File: src/rtl/sysreg_bank_pkg.sv
package sysreg_bank_pkg;
  localparam int DATA_W = 32;
  localparam int SYN_W = 8;
  localparam int NUM_BANKS = 2;
  localparam int BANK_W = $clog2(NUM_BANKS);

  localparam logic [SYN_W-1:0] TRAP_CLASS = 8'h03;

  typedef struct packed {
    logic rdEn;
    logic wrEn;
    logic [BANK_W-1:0] bankSel;
  } bank_ctl_t;
endpackage

File: src/rtl/sysreg_bank_ctrl.sv
module sysreg_bank_ctrl
  import sysreg_bank_pkg::*;
#(
  parameter logic [3:0] MATCH_CP = 4'd15,
  parameter logic [2:0] MATCH_OP1 = 3'd0,
  parameter logic [3:0] MATCH_CRN = 4'd1,
  parameter logic [3:0] MATCH_CRM = 4'd0,
  parameter logic [2:0] MATCH_OP2 = 3'd1
) (
  input  logic reqValid,
  input  logic reqWrite,
  input  logic [3:0] reqCp,
  input  logic [2:0] reqOp1,
  input  logic [3:0] reqCrn,
  input  logic [3:0] reqCrm,
  input  logic [2:0] reqOp2,
  input  logic [1:0] curLevel,
  input  logic hypEnabled,
  input  logic hypIs64,
  input  logic monPresent,
  input  logic monIs64,
  input  logic nsBit,
  input  logic grpTrap64,
  input  logic grpTrap32,
  input  logic auxTrap64,
  input  logic auxTrap32,
  output logic claimed,
  output logic outOk,
  output logic outUndef,
  output logic outTrap64,
  output logic outTrap32,
  output logic [SYN_W-1:0] syndrome,
  output bank_ctl_t ctl
);
  logic encHit;
  logic atLevel0, atLevel1, atLevel2, atLevel3;
  logic trapHit;
  logic trapTo64;
  logic [BANK_W-1:0] sel;

  assign encHit = (reqCp == MATCH_CP) && (reqOp1 == MATCH_OP1) &&
                  (reqCrn == MATCH_CRN) && (reqCrm == MATCH_CRM) &&
                  (reqOp2 == MATCH_OP2);
  assign claimed = reqValid && encHit;

  assign atLevel0 = (curLevel == 2'd0);
  assign atLevel1 = (curLevel == 2'd1);
  assign atLevel2 = (curLevel == 2'd2);
  assign atLevel3 = (curLevel == 2'd3);

  // Fixed-priority trap chain, evaluated only at level 1.
  always_comb begin
    trapHit = 1'b0;
    trapTo64 = 1'b0;
    if (atLevel1 && hypEnabled) begin
      if (hypIs64 && grpTrap64) begin
        trapHit = 1'b1;
        trapTo64 = 1'b1;
      end else if (!hypIs64 && grpTrap32) begin
        trapHit = 1'b1;
      end else if (hypIs64 && auxTrap64) begin
        trapHit = 1'b1;
        trapTo64 = 1'b1;
      end else if (!hypIs64 && auxTrap32) begin
        trapHit = 1'b1;
      end
    end
  end

  // Bank choice: level 3 follows nsBit; levels 1 and 2 follow the monitor state.
  always_comb begin
    sel = '0;
    if (atLevel3) sel = BANK_W'(nsBit);
    else if (atLevel1 || atLevel2) sel = BANK_W'(monPresent && !monIs64);
  end

  assign outUndef = claimed && atLevel0;
  assign outTrap64 = claimed && trapHit && trapTo64;
  assign outTrap32 = claimed && trapHit && !trapTo64;
  assign outOk = claimed && !atLevel0 && !trapHit;
  assign syndrome = (outTrap64 || outTrap32) ? TRAP_CLASS : '0;

  assign ctl.rdEn = outOk && !reqWrite;
  assign ctl.wrEn = outOk && reqWrite;
  assign ctl.bankSel = sel;
endmodule

File: src/rtl/sysreg_bank_data.sv
module sysreg_bank_data
  import sysreg_bank_pkg::*;
(
  input  logic clk,
  input  logic rstN,
  input  bank_ctl_t ctl,
  input  logic [DATA_W-1:0] wrData,
  output logic [NUM_BANKS-1:0][DATA_W-1:0] bankQ,
  output logic [DATA_W-1:0] rdData
);
  for (genvar b = 0; b < NUM_BANKS; b++) begin : g_bank
    always_ff @(posedge clk) begin
      if (!rstN) bankQ[b] <= '0;
      else if (ctl.wrEn && (ctl.bankSel == BANK_W'(b))) bankQ[b] <= wrData;
    end
  end

  assign rdData = ctl.rdEn ? bankQ[ctl.bankSel] : '0;
endmodule

File: src/rtl/sysreg_bank_ctl.sv
module sysreg_bank_ctl
  import sysreg_bank_pkg::*;
(
  input  logic clk,
  input  logic rstN,
  input  logic reqValid,
  input  logic reqWrite,
  input  logic [3:0] reqCp,
  input  logic [2:0] reqOp1,
  input  logic [3:0] reqCrn,
  input  logic [3:0] reqCrm,
  input  logic [2:0] reqOp2,
  input  logic [31:0] wrData,
  input  logic [1:0] curLevel,
  input  logic hypEnabled,
  input  logic hypIs64,
  input  logic monPresent,
  input  logic monIs64,
  input  logic nsBit,
  input  logic grpTrap64,
  input  logic grpTrap32,
  input  logic auxTrap64,
  input  logic auxTrap32,
  output logic claimed,
  output logic outOk,
  output logic outUndef,
  output logic outTrap64,
  output logic outTrap32,
  output logic [7:0] syndrome,
  output logic [31:0] rdData
);
  bank_ctl_t ctl;
  logic [NUM_BANKS-1:0][DATA_W-1:0] bankQ;

  sysreg_bank_ctrl u_ctrl (
    .reqValid(reqValid), .reqWrite(reqWrite), .reqCp(reqCp), .reqOp1(reqOp1),
    .reqCrn(reqCrn), .reqCrm(reqCrm), .reqOp2(reqOp2), .curLevel(curLevel),
    .hypEnabled(hypEnabled), .hypIs64(hypIs64), .monPresent(monPresent),
    .monIs64(monIs64), .nsBit(nsBit), .grpTrap64(grpTrap64),
    .grpTrap32(grpTrap32), .auxTrap64(auxTrap64), .auxTrap32(auxTrap32),
    .claimed(claimed), .outOk(outOk), .outUndef(outUndef),
    .outTrap64(outTrap64), .outTrap32(outTrap32), .syndrome(syndrome),
    .ctl(ctl)
  );

  sysreg_bank_data u_data (
    .clk(clk), .rstN(rstN), .ctl(ctl), .wrData(wrData),
    .bankQ(bankQ), .rdData(rdData)
  );
endmodule

File: config.mk
export PLATFORM = sky130hd
export DESIGN_NAME = sysreg_bank_ctl
export DESIGN_NICKNAME = d
export VERILOG_FILES = /design/src/rtl/sysreg_bank_pkg.sv /design/src/rtl/sysreg_bank_ctrl.sv /design/src/rtl/sysreg_bank_data.sv /design/src/rtl/sysreg_bank_ctl.sv
export SDC_FILE = /design/constraint.sdc
export NUM_CORES = 1
export LEC_CHECK = 0
export CAP_MARGIN = 20
export CORE_ASPECT_RATIO = 1.5
export CORE_UTILIZATION = 50
export DETAILED_ROUTE_END_ITERATION = 8
export GPL_TIMING_DRIVEN = 0
export PLACE_DENSITY = 0.95
export SYNTH_ARGS = -nofsm -noshare
export SYNTH_HDL_FRONTEND = slang
export SYNTH_HIERARCHICAL = 1
export SYNTH_SLANG_ARGS = --single-unit
export TNS_END_PERCENT = 50
File: constraint.sdc
create_clock -name clk -period 3.5 [get_ports clk]
set_input_delay 0.7 -clock clk [delete_from_list [all_inputs] [get_ports clk]]
set_output_delay 0.7 -clock clk [all_outputs]
set_load 0.01 [all_outputs]
==> metrics.csv <==
metric;value;unit
Synth cell types;25;
clock sinks;64;
max incr delay on CP;0.52;ns
I/O Buffers;102;
VDD IR-drop max;175;uV
clock power share;0.384;
predominant post-synthesis flop cell;dfxtp_1;
drt total wl;8.76;mm
Largest register FFs;64;
# setup viols final;0;
site row count;36;
clock root cell;clkbuf_8;
Via density;5.20;
P_sw;0.352;mW
share of cells above drive strength 1;0.161;
number of nets in the layout;553;
crit share post-route;0.982;
Layout area overhead;44.4;%
diode count;0;
Worst Skew;0;ns
Top reg by flops;u_data/bankQ;
Reg clk slew, reported paths;0.06;ns
Ports;110;
top cells by area, synth;dfxtp_1 (38%), mux2i_1 (29%), nand2_1 (11%);
Lkg Pwr;1.85;nW
Post-Synthesis Cells;356;
total negative slack;0;ns
Synth Cell Area;3360;um2
drt wl/cell;15.5;um
Worst EP required;2.80;ns
largest net degree at the start of global routing;11;
yosys warns;6;
GR Overflow Total;0;
Worst Path Max Fanout;7;
DRC viols;0;
Synth top area share;0.382;
RSZ-0062 raised after global routing;yes;
max cap viols;0;
CP Capture Type;output pin;
DR vias;2946;
nature of the critical path startpoint;input port;
Final Hold Vio Count;0;
min Tclk post-route;3.44;ns
initial antenna violation count;0;
critical path type;in -> out;
part of the power in registers;0.482;
Mean Syn Cell Area;9.43;um2
Max clock buf depth;2;
final slew viol count;0;
Async SR Flop Fraction;0;
Fmax achieved;291;MHz
DP Wirelength;6.08;mm
clk_lat worst skew;0.33;ns
worst hold path class;reg -> reg;
post-synthesis sequential area ratio;0.382;
WHS;0.459;ns
die width;68.9;um
hold_buf cts;0;
fill cell count;470;
Logic pwr share;0.134;
Die Y;102;um
Num CTS Buffers;9;
first drt pass iteration count;4;
htree depth;3;
total track usage;0.269;
die area;7050;um2
CTS tree;done;
Starting Density;0.517;
CP max stage cell;clkdlybuf4s50_1;
cell chain of the critical path;clkdlybuf4s50_1 > nor4b_4 > nand4_4 > buf_4 > nor3b_4 > buf_4 > clkdlybuf4s50_1;
CP arrival;2.74;ns
placed cells;539;
Util after Layout;0.747;
Max-slew headroom;0.659;
Finished Layout Cells;566;
pwr dens;312;nW/um2
CORE AREA;6490;um2
Sw Share;0.233;
DRT iter0 DRCs;147;
Antenna Nets Post-Route;0;
GPL Wtd Cong;0.751;
Int Pwr;1.16;mW
flop2flop setup slack;2.78;ns
synth cell count leaders;nand2_1 (100), mux2i_1 (96), dfxtp_1 (64);
Worst-Margin Slew;0.510;ns
Synth area leader;dfxtp_1;
EDFF count, synth;0;
#FFs+latches synth;64;
status;finished clean;
top-count cell post-synth;nand2_1;
first-pass GRT wire length;13.9;mm
Regs by FF count;u_data/bankQ: 64 flops;
vias in the first global route;3087;
[logic make-up after synthesis]
kind of cell    Yosys count  share of synthesized area
compound gates            4                     0.0108
fa+ha+maj                 3                     0.0112
other cells               1                    0.00112
mux                      96                      0.286
flops                    64                      0.382
buf+inv                  37                     0.0742
simple gates            151                      0.235
[layout by cell type (no fill, tap or decap), types with 7 or more instances in the layout]
cell type / Yosys / routed
mux2i_1: 96 / 93
dfxtp_1: 64 / 64
buf_6: 8 / 7
dlygate4sd2_1: 0 / 23
buf_4: 11 / 17
clkbuf_8: 0 / 14
nor2b_1: 33 / 32
buf_2: 7 / 7
clkdlybuf4s50_1: 0 / 67
clkbuf_2: 0 / 9
nand2_1: 100 / 100
[power groups by stage]
stage | registers (mW) | logic, mW | clock network, mW
after detailed placement | 0.745 | 0.171 | 0
final | 0.728 | 0.202 | 0.580
after CTS | 0.728 | 0.192 | 0.586
after global routing | 0.728 | 0.215 | 0.615
after global placement | 0.745 | 0.167 | 0
after floorplan | 0.745 | 0.0755 | 0
[what timing repair did]
action	4_1_cts	5_1_grt
gates resized for setup	63	22
setup buffers	8	3
endpoints found under the setup margin	33	33
pin swaps	3	0
cloned	1	0
[routing by layer]
metal,GRT usage,up-vias,routed length (um)
li1,-,1425,-
met1,0.275,1396,3270
met2,0.491,105,4870
met3,0.0513,20,408
met4,0.151,0,204
met5,0,-,0
[worst max-delay path: cells and delay by family]
kind | cells | cell delay, ns
buffers and inverters | 4 | 1.31
and+or+nand+nor | 3 | 0.73
[final cells by class]
cell class	count	area [um2]	share of cell area
flip-flops and latches	64	1280	0.264
repair buffers	114	1080	0.223
clock buffers	13	169	0.0348
clock inverters	3	15.0	0.00310
well taps	76	95.1	0.0196
multi-input cells	260	1910	0.393
inverters	3	11.3	0.00232
plain buffers	33	288	0.0594
[path summary, 6_finish.rpt]
path                                        from  cells past startpoint               end
worst max-delay path                   reqCrm[3]                      7       syndrome[1]
worst min-delay path            u_data/bankQ[14]                      2  u_data/bankQ[14]
worst max register to register  u_data/bankQ[19]                      2  u_data/bankQ[19]
worst min register to register  u_data/bankQ[14]                      2  u_data/bankQ[14]
[per-stage QoR]
step           worst slack, ns  power [mW]  area, um2
2_1_floorplan            0.743       0.820       3370
3_3_place_gp            -0.645       0.912       4490
3_5_place_dp            -0.735       0.915       4490
4_1_cts                -0.0866        1.51       4810
5_1_grt                -0.0135        1.56       4850
6_report                0.0637        1.51       4850
Note: power is estimated with default switching activity, not from simulation.
